File: config.mk
export PLATFORM = sky130hd
export DESIGN_NAME = rstpin_sequencer
export DESIGN_NICKNAME = d
export VERILOG_FILES = /design/src/rtl/rstpin_pkg.sv /design/src/rtl/rstpin_sync.sv /design/src/rtl/rstpin_seq.sv /design/src/rtl/rstpin_stretch.sv /design/src/rtl/rstpin_tsc.sv /design/src/rtl/rstpin_sequencer.sv
export SDC_FILE = /design/constraint.sdc
export NUM_CORES = 1
export LEC_CHECK = 0
export BUFFER_PORTS_ARGS = -buffer_cell sky130_fd_sc_hd__buf_2
export CAP_MARGIN = 20
export CORE_MARGIN = 2
export CORE_UTILIZATION = 52
export DETAILED_ROUTE_END_ITERATION = 8
export MAX_ROUTING_LAYER = met4
export PLACE_DENSITY_LB_ADDON = 0.15
export RECOVER_POWER = 25
export SKIP_LAST_GASP = 1
export SYNTH_ARGS = -nofsm -noshare
export SYNTH_HDL_FRONTEND = slang
export SYNTH_HIERARCHICAL = 1
export SYNTH_SLANG_ARGS = --single-unit
File: constraint.sdc
create_clock -name clk -period 1.84 [get_ports clk]
set_input_delay 0.276 -clock clk [delete_from_list [all_inputs] [get_ports clk]]
set_output_delay 0.276 -clock clk [all_outputs]
set_load 0.1 [all_outputs]
File: src/rtl/rstpin_pkg.sv
package rstpin_pkg;

  typedef enum logic [1:0] {
    ST_POWERUP = 2'd0,
    ST_DRIVE   = 2'd1,
    ST_SETTLE  = 2'd2,
    ST_IDLE    = 2'd3
  } seq_state_t;

  function automatic int cnt_width(input int max_count);
    return (max_count > 1) ? $clog2(max_count) : 1;
  endfunction

endpackage

File: src/rtl/rstpin_sync.sv
module rstpin_sync #(
  parameter int STAGES = 2
) (
  input  logic clk,
  input  logic rst,
  input  logic d,
  output logic q
);

  logic [STAGES-1:0] chain_q;

  generate
    if (STAGES == 1) begin : g_single
      always_ff @(posedge clk) begin
        if (rst) chain_q <= '0;
        else     chain_q <= d;
      end
    end else begin : g_multi
      always_ff @(posedge clk) begin
        if (rst) chain_q <= '0;
        else     chain_q <= {chain_q[STAGES-2:0], d};
      end
    end
  endgenerate

  assign q = chain_q[STAGES-1];

endmodule

File: src/rtl/rstpin_seq.sv
module rstpin_seq
  import rstpin_pkg::*;
#(
  parameter int DRIVE_CYCLES    = 512,
  parameter int SETTLE_CYCLES   = 10,
  parameter int PLL_HOLD_CYCLES = 512
) (
  input  logic clk,
  input  logic rst,
  input  logic pll_lock,
  input  logic req,
  input  logic line_hi,
  output logic busy,
  output logic start,
  output logic drive_nx,
  output logic exc_nx
);

  localparam int MAXC = (DRIVE_CYCLES > PLL_HOLD_CYCLES) ?
                        ((DRIVE_CYCLES > SETTLE_CYCLES) ? DRIVE_CYCLES : SETTLE_CYCLES) :
                        ((PLL_HOLD_CYCLES > SETTLE_CYCLES) ? PLL_HOLD_CYCLES : SETTLE_CYCLES);
  localparam int CW = cnt_width(MAXC);
  localparam logic [CW-1:0] DRV_LAST = CW'(DRIVE_CYCLES - 1);
  localparam logic [CW-1:0] STL_LAST = CW'(SETTLE_CYCLES - 1);
  localparam logic [CW-1:0] PLL_LAST = CW'(PLL_HOLD_CYCLES - 1);

  seq_state_t      state_q, state_n;
  logic [CW-1:0]   cnt_q, cnt_n;

  always_comb begin
    state_n = state_q;
    cnt_n   = cnt_q;
    start   = 1'b0;
    exc_nx  = 1'b0;
    unique case (state_q)
      ST_POWERUP: begin
        if (!pll_lock) begin
          cnt_n = '0;
        end else if (cnt_q == PLL_LAST) begin
          state_n = ST_SETTLE;
          cnt_n   = '0;
        end else begin
          cnt_n = cnt_q + CW'(1);
        end
      end
      ST_DRIVE: begin
        if (cnt_q == DRV_LAST) begin
          state_n = ST_SETTLE;
          cnt_n   = '0;
        end else begin
          cnt_n = cnt_q + CW'(1);
        end
      end
      ST_SETTLE: begin
        if (cnt_q == STL_LAST) begin
          cnt_n = '0;
          if (line_hi) begin
            state_n = ST_IDLE;
            exc_nx  = 1'b1;
          end else begin
            state_n = ST_DRIVE;
          end
        end else begin
          cnt_n = cnt_q + CW'(1);
        end
      end
      default: begin
        if (req || !line_hi) begin
          state_n = ST_DRIVE;
          cnt_n   = '0;
          start   = 1'b1;
        end
      end
    endcase
  end

  always_ff @(posedge clk) begin
    if (rst) begin
      state_q <= ST_POWERUP;
      cnt_q   <= '0;
    end else begin
      state_q <= state_n;
      cnt_q   <= cnt_n;
    end
  end

  assign drive_nx = (state_n == ST_POWERUP) || (state_n == ST_DRIVE);
  assign busy     = (state_q != ST_IDLE);

endmodule

File: src/rtl/rstpin_stretch.sv
module rstpin_stretch #(
  parameter int LEN = 4
) (
  input  logic clk,
  input  logic rst,
  input  logic start,
  output logic active
);

  localparam int LW = $clog2(LEN + 1);
  localparam logic [LW-1:0] LOAD = LW'(LEN);

  logic [LW-1:0] left_q;

  always_ff @(posedge clk) begin
    if (rst || start)        left_q <= LOAD;
    else if (left_q != '0)   left_q <= left_q - LW'(1);
  end

  assign active = (left_q != '0);

endmodule

File: src/rtl/rstpin_tsc.sv
module rstpin_tsc
  import rstpin_pkg::*;
#(
  parameter int HOLD_CYCLES = 10
) (
  input  logic clk,
  input  logic rst,
  input  logic tsc,
  input  logic busy,
  output logic lock_nx,
  output logic lock_q
);

  localparam int TW = cnt_width(HOLD_CYCLES);
  localparam logic [TW-1:0] LAST = TW'(HOLD_CYCLES - 1);

  logic [TW-1:0] run_q, run_n;

  always_comb begin
    lock_nx = lock_q;
    run_n   = '0;
    if (!lock_q && tsc && busy) begin
      if (run_q == LAST) lock_nx = 1'b1;
      else               run_n   = run_q + TW'(1);
    end
  end

  always_ff @(posedge clk) begin
    if (rst) begin
      run_q  <= '0;
      lock_q <= 1'b0;
    end else begin
      run_q  <= run_n;
      lock_q <= lock_nx;
    end
  end

endmodule

File: src/rtl/rstpin_sequencer.sv
module rstpin_sequencer #(
  parameter int DRIVE_CYCLES    = 512,
  parameter int SETTLE_CYCLES   = 10,
  parameter int PLL_HOLD_CYCLES = 512,
  parameter int MOD_RST_CYCLES  = 4,
  parameter int TSC_HOLD_CYCLES = 10,
  parameter int SYNC_STAGES     = 2
) (
  input  logic clk,
  input  logic por,
  input  logic pll_lock,
  input  logic int_rst_req,
  input  logic pin_in,
  input  logic tsc_in,
  output logic pin_drive_en,
  output logic mod_rst,
  output logic exc_start,
  output logic out_disable
);

  logic line_hi;
  logic busy;
  logic start;
  logic drive_nx;
  logic exc_nx;
  logic lock_nx;

  rstpin_sync #(.STAGES(SYNC_STAGES)) u_sync (
    .clk (clk),
    .rst (por),
    .d   (pin_in),
    .q   (line_hi)
  );

  rstpin_seq #(
    .DRIVE_CYCLES    (DRIVE_CYCLES),
    .SETTLE_CYCLES   (SETTLE_CYCLES),
    .PLL_HOLD_CYCLES (PLL_HOLD_CYCLES)
  ) u_seq (
    .clk      (clk),
    .rst      (por),
    .pll_lock (pll_lock),
    .req      (int_rst_req),
    .line_hi  (line_hi),
    .busy     (busy),
    .start    (start),
    .drive_nx (drive_nx),
    .exc_nx   (exc_nx)
  );

  rstpin_stretch #(.LEN(MOD_RST_CYCLES)) u_modrst (
    .clk    (clk),
    .rst    (por),
    .start  (start),
    .active (mod_rst)
  );

  rstpin_tsc #(.HOLD_CYCLES(TSC_HOLD_CYCLES)) u_tsc (
    .clk     (clk),
    .rst     (por),
    .tsc     (tsc_in),
    .busy    (busy),
    .lock_nx (lock_nx),
    .lock_q  (out_disable)
  );

  always_ff @(posedge clk) begin
    if (por) begin
      pin_drive_en <= 1'b1;
      exc_start    <= 1'b0;
    end else begin
      pin_drive_en <= drive_nx & ~lock_nx;
      exc_start    <= exc_nx & ~lock_nx;
    end
  end

endmodule

==> flow_metrics.tcl, run 1 <==
set metrics [dict create \
    syn_nets 146 \
    final_util_pct 65.5 \
    path_max_fanout 3 \
    setup_violations 0 \
    wl_mm 2.44 \
    antenna_left 0 \
    hp-class "input pin to register" \
    grt_max_degree 22 \
    grt_overflow 0 \
    use_met3_pct 2.50 \
    grt_setup_unrepaired "no" \
    coreArea_um2 2280 \
    final_nets 168 \
    setup_ws_ps 80.8 \
    post_cts.repair.setup_buffers 0 \
    postPlaceCellArea_um2 1430 \
    powerDensity_nw_per_um2 724 \
    swShare_pct 32.1 \
    drtIter0Drc 10 \
    finalClockSkew_ps 3.67 \
    endpoint_kind "register" \
    portBuffers 9 \
    grt_pass1_wl_mm 4.15 \
    antenna-diode-count 0 \
    fin_area_um2 1490 \
    ir_worst_vdd_mv 0.915 \
    layout_common_cells "dfxtp_1 (21), nor2_1 (10), nand2_1 (10), buf_4 (9), buf_2 (8)" \
    grt-busiest-layer "met2" \
    fin_crit_sh_pct 95.6 \
    internal-power_mw 0.733 \
    critPathRequiredTime_ps 2080 \
    num_io_pins 10 \
    place_ws_ps 47.0 \
    synth_edf_count 0 \
    synth_top_area_share_pct 35.9 \
    startpoint_type "register" \
    fin_crit_ps 1760 \
    hold_violations 0 \
    dp_hpwl_mm 1.72 \
    initial_utilization_pct 56.3 \
    ys_async_sr_fraction_pct 0 \
    timing.fmax_ghz 0.568 \
    fp.dieW_um 53.6 \
    slew_violations 0 \
    area_growth_pct 16.4 \
    wire_per_inst_um 13.4 \
    grt_pass1_vias 981 \
    fin_setup_tns_ps 0 \
    grt.total_usage_pct 20.7 \
    num_rows 17 \
    cts_max_level 1 \
    syn-cell-area_um2 1280 \
    cts_num_sinks 23 \
    gp_congestion 0.822 \
    drc 0 \
    die_h_um 53.6 \
    cp.arrival_ps 2000 \
    tightest_slew_ps 471 \
    yosysUniqueCellTypes 52 \
    postSynthCellCount 133 \
    slew_headroom_pct 68.4 \
    reg2reg_depth 9 \
    path_clk_slew_ps 130 \
    yosysSeqAreaShare_pct 35.9 \
    syn-mean-instance-area_um2 9.63 \
    p_switching_mw 0.347 \
    cts_buffers 3 \
    drt-vias-per-instance 5.58 \
    p_seq_share_pct 51.7 \
    synth_ff_type "dfxtp_1" \
    min_path_cells 2 \
    synthTopCellsByArea "dfxtp_1 (36%), ha_1 (6.8%), nor2b_1 (3.4%)" \
    clock_power_share_pct 22.6 \
    cts_tree "built" \
    yosysTopAreaCell "dfxtp_1" \
    outcome "finished, final reports clean" \
    power.leakage_nw 0.569 \
    max_cap_viol_count 0 \
    firstDrtPassIters 4 \
    use_met1_pct 25.7 \
    synth_seq_cells 23 \
    antenna_found_initial 0 \
    use_met2_pct 32.9 \
    combPwrFrac_pct 25.7 \
    dieArea_um2 2880 \
    cts_buffer_depth 2 \
    final_common_cell "dfxtp_1" \
    worst-setup-path-type "register to register" \
    yosys_warnings 6 \
    drive_gt1_share_pct 30.5 \
    cts_root_buffer "clkbuf_4" \
    clock_latency_ps 320 \
    vias 1016 \
]
## what timing repair did
| action | CTS | global route |
|---|---|---|
| endpoints found under the setup margin | 0 | 9 |
| resized for setup | 0 | 9 |
| hold buffers | 0 | 0 |
## path summary, 6_finish.rpt
path	slack, ps	startpoint	to
setup / recovery	80	u_seq/cnt_q[0]	u_seq/cnt_q[2]
hold / removal	160	pin_in	u_sync/chain_q[0]
setup reg to reg	80	u_seq/cnt_q[0]	u_seq/cnt_q[2]
hold reg to reg	470	u_sync/chain_q[0]	u_sync/chain_q[1]
## flip-flops by register name, indices dropped and copies added (netlist names)
signal	flops
u_tsc/run_q	4
u_tsc/lock_q	1
pin_drive_en	1
u_sync/chain_q	2
u_seq/cnt_q	9
u_modrst/left_q	3
exc_start	1
u_seq/state_q	2
## power groups by stage
stage          Combinational, mW  Clock (mW)  Sequential (mW)
2_1_floorplan              0.224           0            0.566
3_3_place_gp               0.266           0            0.567
3_5_place_dp               0.272           0            0.569
4_1_cts                    0.274       0.259            0.558
5_1_grt                    0.313       0.271            0.565
6_report                   0.277       0.245            0.558
## kinds of logic (layout without fill, tap and decap cells)
group                      Yosys count  in the layout  synth area share (%)
and+or+nand+nor                     65             65                  33.9
AOI/OAI and AO/OA                   26             26                  17.8
DFF                                 23             23                  35.9
buffers and inverters                8             29                  2.64
adders and majority gates            7              7                  6.84
xor gates and xnor gates             3              3                  2.05
muxes                                1              1                 0.879
## layer usage
layer	vias up	wire length (um)
li1	524	-
met1	474	1210
met2	12	1120
met3	6	42
met4	0	66
met5	-	0
## final cells by class
cell class	count	area, um2
multi-input combinational	102	815
fill	186	785
sequential	23	463
timing repair buffer	19	126
tap	28	35.0
clock buffer	3	22.5
inverter	6	22.5
clock inverter	1	7.51
## through the flow
stage	std cells	hold WS (ps)	total power, mW
2_1_floorplan	133	340	0.789
3_3_place_gp	178	434	0.833
3_5_place_dp	178	454	0.841
4_1_cts	182	153	1.09
5_1_grt	182	175	1.15
6_report	182	164	1.08
## worst max-delay path, stage by stage, from the launching register on
cell and delay [ps]:
dfxtp_2 340, ha_1 200, and3_4 190, nand3_2 90
nor2_2 40, ha_2 200, nor3_4 190, buf_4 160
a211oi_2 40, nor4_2 230
## cells in the mapped netlist (2+ instances only)
| master | instances |
|---|---|
| nand2_1 | 10 |
| nor3b_1 | 2 |
| xnor2_1 | 2 |
| a32oi_1 | 3 |
| dfxtp_1 | 23 |
| o21ai_1 | 3 |
| nand4b_1 | 3 |
| nor2b_1 | 7 |
| ha_1 | 7 |
| nand3_1 | 7 |
| nor3_1 | 2 |
| o211ai_2 | 3 |
| a21oi_1 | 4 |
| a211oi_1 | 2 |
| nand2b_1 | 2 |
| o21bai_1 | 2 |
| nor2_1 | 11 |
| inv_1 | 6 |
No activity file was read; power rests on OpenSTA's default activity.
==> inputs of run 2 (changes only) <==
--- a/config.mk
+++ b/config.mk
@@ -8,11 +8,12 @@
 export BUFFER_PORTS_ARGS = -buffer_cell sky130_fd_sc_hd__buf_2
 export CAP_MARGIN = 20
 export CORE_MARGIN = 2
-export CORE_UTILIZATION = 52
+export CORE_UTILIZATION = 30
 export DETAILED_ROUTE_END_ITERATION = 8
 export MAX_ROUTING_LAYER = met4
 export PLACE_DENSITY_LB_ADDON = 0.15
 export RECOVER_POWER = 25
+export SKIP_CTS_REPAIR_TIMING = 1
 export SKIP_LAST_GASP = 1
 export SYNTH_ARGS = -nofsm -noshare
 export SYNTH_HDL_FRONTEND = slang
==> run 2 against run 1 <==
Net effect: first-iteration DRC count grew to 2.9 times the previous value; clock power rose by 35%; total power up 7.9%; critical path type unchanged; critical endpoint unchanged; highest routed layer unchanged.
==> flow_metrics.tcl, run 2 (synthesis gave the netlist of run 1 again) <==
set metrics [dict create \
    outcome "finished, final reports clean" \
    clock_latency_ps 270 \
    largest_register "u_seq/cnt_q" \
    place_ws_ps -0.667 \
    power.leakage_nw 0.588 \
    antenna_found_initial 0 \
    tightest_slew_ps 1020 \
    slew_violations 0 \
    num_io_pins 10 \
    wl_mm 2.64 \
    finalClockSkew_ps 4.38 \
    r2r_end "u_seq/cnt_q[2]" \
    reg2reg_depth 9 \
    drtIter0Drc 29 \
    cts_root_buffer "clkbuf_8" \
    setup_ws_ps 108 \
    rrSetupSlack_ps 110 \
    hold_slack_ps 213 \
    final_common_cell "dfxtp_1" \
    grt_pass1_vias 992 \
    antenna_left 0 \
    path_clk_slew_ps 90 \
    portBuffers 9 \
    critPathSlowestCell "dfxtp_2" \
    grt_max_degree 22 \
    hp-start "pin_in" \
    drt-vias-per-instance 4.88 \
    dieArea_um2 4810 \
    drive_gt1_share_pct 32.5 \
    startpoint_type "register" \
    slew_headroom_pct 32.2 \
    final_nets 171 \
    grt_overflow 0 \
    cts_buffers 3 \
    cts_tree "built" \
    min_path_cells 2 \
    largest_register_ffs 9 \
    timing.fmax_ghz 0.577 \
    cts_buffer_depth 2 \
    grt_setup_unrepaired "no" \
    final_util_pct 38.9 \
    hold_violations 0 \
    dp_hpwl_mm 1.94 \
    worst-setup-path-type "register to register" \
    cp_cell_sequence "ha_4 -> and3_4 -> nand3_4 -> nor2_2 -> ha_2 -> nor3_4 -> buf_4 -> a211oi_2 -> nor4_2" \
    drc 0 \
    layout_common_cells "dfxtp_1 (21), buf_4 (12), nor2_1 (10), nand2_1 (10), buf_2 (8)" \
    hp-class "input pin to register" \
    whs_endpoint "u_sync/chain_q[0]" \
    reg2reg_from "u_seq/cnt_q[1]" \
    cts_max_level 1 \
    wire_per_inst_um 12.8 \
    grt.total_usage_pct 11.3 \
    fin_crit_ps 1730 \
    endpoint_kind "register" \
    slowest_delay_ps 360 \
    path_max_fanout 3 \
    setup_violations 0 \
    vias 1011 \
    initial_utilization_pct 31.6 \
    coreArea_um2 4060 \
    final.fill_count 397 \
    area_growth_pct 23.3 \
    critPathRequiredTime_ps 1960 \
    num_rows 23 \
    max_cap_viol_count 0 \
    powerDensity_nw_per_um2 738 \
    fp.dieW_um 69.4 \
    total_power_mw 1.17 \
    critical_path_buf_inv_count 1 \
    cts_num_sinks 23 \
    antenna-diode-count 0 \
    die_h_um 69.4 \
    top_regs "u_seq/cnt_q x9, u_tsc/run_q x4, u_modrst/left_q x3" \
    grt_pass1_wl_mm 4.37 \
    firstDrtPassIters 4 \
    ir_worst_vdd_mv 0.707 \
    cp.arrival_ps 1850 \
    fin_crit_sh_pct 94.1 \
    critPathTopFamily "simple AND/OR/NAND/NOR gates" \
    gp_congestion 0.784 \
]
-- run 2: how the worst max path moves through the flow --
| stage | startpoint | to | slack (ps) | depth (start not counted) |
|---|---|---|---|---|
| 3_5_place_dp | u_seq/cnt_q[0] | u_seq/cnt_q[6] | -0.7 | 9 |
| 3_3_place_gp | u_seq/cnt_q[0] | u_seq/cnt_q[5] | 90 | 9 |
| 2_1_floorplan | u_seq/cnt_q[0] | u_seq/cnt_q[2] | 60 | 8 |
| 4_1_cts | u_seq/cnt_q[0] | u_seq/cnt_q[6] | -20 | 9 |
| 5_1_grt | u_seq/cnt_q[1] | u_seq/cnt_q[5] | 4 | 9 |
| 6_report | u_seq/cnt_q[1] | u_seq/cnt_q[2] | 110 | 9 |
-- run 2: power by group --
group	leakage, nW	switching (mW)	total, mW	internal (mW)
Sequential	0.188	0.0233	0.558	0.535
Clock	0.0217	0.178	0.331	0.153
Combinational	0.378	0.164	0.277	0.113
-- run 2: area by class of cell --
| type | instances | area [um2] | area share [%] |
|---|---|---|---|
| multi-input cells | 102 | 838 | 53.0 |
| well taps | 50 | 62.6 | 3.96 |
| clock inverters | 1 | 7.51 | 0.475 |
| clock buffers | 3 | 41.3 | 2.61 |
| flip-flops and latches | 23 | 463 | 29.3 |
| repair buffers | 22 | 145 | 9.18 |
| inverters | 6 | 22.5 | 1.43 |
-- run 2: per-layer routing --
| metal | vias up | track usage [%] | share of wire, % |
|---|---|---|---|
| li1 | 530 | - | - |
| met5 | - | - | 0 |
| met4 | 0 | 4.58 | 0.91 |
| met3 | 2 | 1.74 | 1.4 |
| met1 | 473 | 15.0 | 54 |
| met2 | 6 | 17.3 | 44 |
-- run 2: per-stage QoR --
stage	cell area, um2	instances	TNS [ps]
4_1_cts	1510	205	-15.8
3_5_place_dp	1460	201	-0.667
2_1_floorplan	1280	133	0
3_3_place_gp	1460	201	0
6_report	1580	207	0
5_1_grt	1580	207	0
==> inputs of run 3 (changes only) <==
==> constraint.sdc (replaced) <==
create_clock -name clk -period 1.84 [get_ports clk]
set_input_delay 0 -clock clk [delete_from_list [all_inputs] [get_ports clk]]
set_output_delay 0 -clock clk [all_outputs]
set_load 0.1 [all_outputs]
==> run 3 against run 2 <==
Net effect: via count up 0.69%; utilization increased by 0.18 points; non-clock buffer count increased by 1; combinational power barely moved; sequential cell count did not move; fmax rose by 0.13%; final cell count grew 0.48%; clock power hardly changed; total power grew 0.19%; hold slack worse by 190 ps; sequential power about the same; worst setup slack better by 2.3 ps; critical path type unchanged; largest power group unchanged; highest routed layer unchanged.
==> flow_metrics.tcl, run 3 (synthesis gave the netlist of run 1 again) <==
set metrics [dict create \
    outcome "finished, final reports clean" \
    grt_max_degree 22 \
    antenna_found_initial 0 \
    hold_violations 0 \
    largest_register_ffs 9 \
    worst-setup-path-type "register to register" \
    antenna_left 0 \
    rrSetupSlack_ps 110 \
    hp-class "input pin to register" \
    vias 1018 \
    top_layer "met4" \
    wl_met1_mm 1.42 \
    firstDrtPassIters 4 \
    crit_end "u_seq/cnt_q[5]" \
    drive_gt1_share_pct 31.0 \
    timing.fmax_ghz 0.578 \
    setup_violations 0 \
    largest_register "u_seq/cnt_q" \
    drt-vias-per-instance 4.89 \
    gp_congestion 0.784 \
    critPathRequiredTime_ps 2000 \
    setup_ws_ps 110 \
    fin_area_um2 1590 \
    fin_crit_sh_pct 94.0 \
    reg2reg_from "u_seq/cnt_q[1]" \
    fin_crit_ps 1730 \
    area_growth_pct 23.9 \
    clock_latency_ps 270 \
    grt_overflow 0 \
    grt.total_usage_pct 11.3 \
    cts_buffers 3 \
    drc 0 \
    r2r_end "u_seq/cnt_q[5]" \
    endpoint_kind "register" \
    top_regs "u_seq/cnt_q x9, u_tsc/run_q x4, u_modrst/left_q x3" \
    initial_utilization_pct 31.6 \
    critPathLaunch "u_seq/cnt_q[1]" \
    coreArea_um2 4060 \
    num_io_pins 10 \
    drtIter0Drc 24 \
    antenna-diode-count 0 \
    cts_num_sinks 23 \
    fp.dieW_um 69.4 \
    wl_mm 2.65 \
    grt_pass1_vias 992 \
    tightest_slew_ps 1170 \
    num_rows 23 \
    cts_max_level 1 \
    grt_setup_unrepaired "no" \
    cts_root_buffer "clkbuf_8" \
    cts_tree "built" \
    ir_worst_vdd_mv 0.707 \
    wl_met2_mm 1.15 \
    die_h_um 69.4 \
    path_clk_slew_ps 90 \
    postPlaceCellArea_um2 1460 \
    final.fill_count 398 \
    cp.arrival_ps 1890 \
    finalClockSkew_ps 4.07 \
    dp_hpwl_mm 1.94 \
    route.met3.wl_um 51 \
    startpoint_type "register" \
    layout_common_cells "dfxtp_1 (21), buf_4 (12), nor2_1 (10), nand2_1 (10)" \
    hp-start "tsc_in" \
    powerDensity_nw_per_um2 736 \
    max_cap_viol_count 0 \
    power.leakage_nw 0.585 \
    slew_headroom_pct 22.3 \
    grt_pass1_wl_mm 4.37 \
    slew_violations 0 \
    final_nets 172 \
    portBuffers 9 \
    cts_buffer_depth 2 \
    final_common_cell "dfxtp_1" \
    wire_per_inst_um 12.7 \
    dieArea_um2 4810 \
    place_ws_ps -0.667 \
    path_max_fanout 5 \
    reg2reg_depth 9 \
    fin_setup_tns_ps 0 \
]
## run 3: worst max-delay path, stage by stage (launching register included)
cell,delay (ps)
dfxtp_2,360
ha_4,140
and3_4,200
nand3_4,80
nor2_2,90
ha_2,210
nor3_4,50
buf_6,150
o21bai_4,230
o211ai_2,110
## run 3: how the worst min path moves through the flow
stage | endpoint | depth (start not counted)
3_5_place_dp | u_sync/chain_q[0] | 2
2_1_floorplan | u_tsc/lock_q | 1
3_3_place_gp | u_sync/chain_q[0] | 2
4_1_cts | u_sync/chain_q[0] | 2
5_1_grt | u_tsc/run_q[3] | 3
6_report | u_tsc/run_q[3] | 3
## run 3: cell type report
class	count	area (um2)	area share, %
clock buffer	3	41.3	2.60
clock inverter	1	7.51	0.473
inverter	6	22.5	1.42
multi-input combinational	102	838	52.8
sequential	23	463	29.2
tap	50	62.6	3.94
timing repair buffer	23	153	9.61
## run 3: per-layer routing
| metal | track usage, % | vias up |
|---|---|---|
| met3 | 1.74 | 2 |
| met1 | 15.0 | 474 |
| met2 | 17.3 | 8 |
| li1 | - | 534 |
| met5 | - | - |
| met4 | 4.58 | 0 |
## run 3: per-stage QoR
step           utilization, %  total power [mW]  hold slack, ps  instances
6_report                 39.1              1.17            24.2        208
5_1_grt                  39.1              1.24            24.0        208
3_5_place_dp             36.0             0.841             215        201
4_1_cts                  37.2              1.17           -69.7        205
2_1_floorplan               -             0.789            64.3        133
3_3_place_gp             36.0             0.833             211        201
## run 3: power by group
| group | internal, mW | total, mW | switching (mW) |
|---|---|---|---|
| Combinational | 0.115 | 0.278 | 0.164 |
| Sequential | 0.535 | 0.558 | 0.0233 |
| Clock | 0.153 | 0.331 | 0.178 |
| Total | 0.803 | 1.17 | 0.365 |
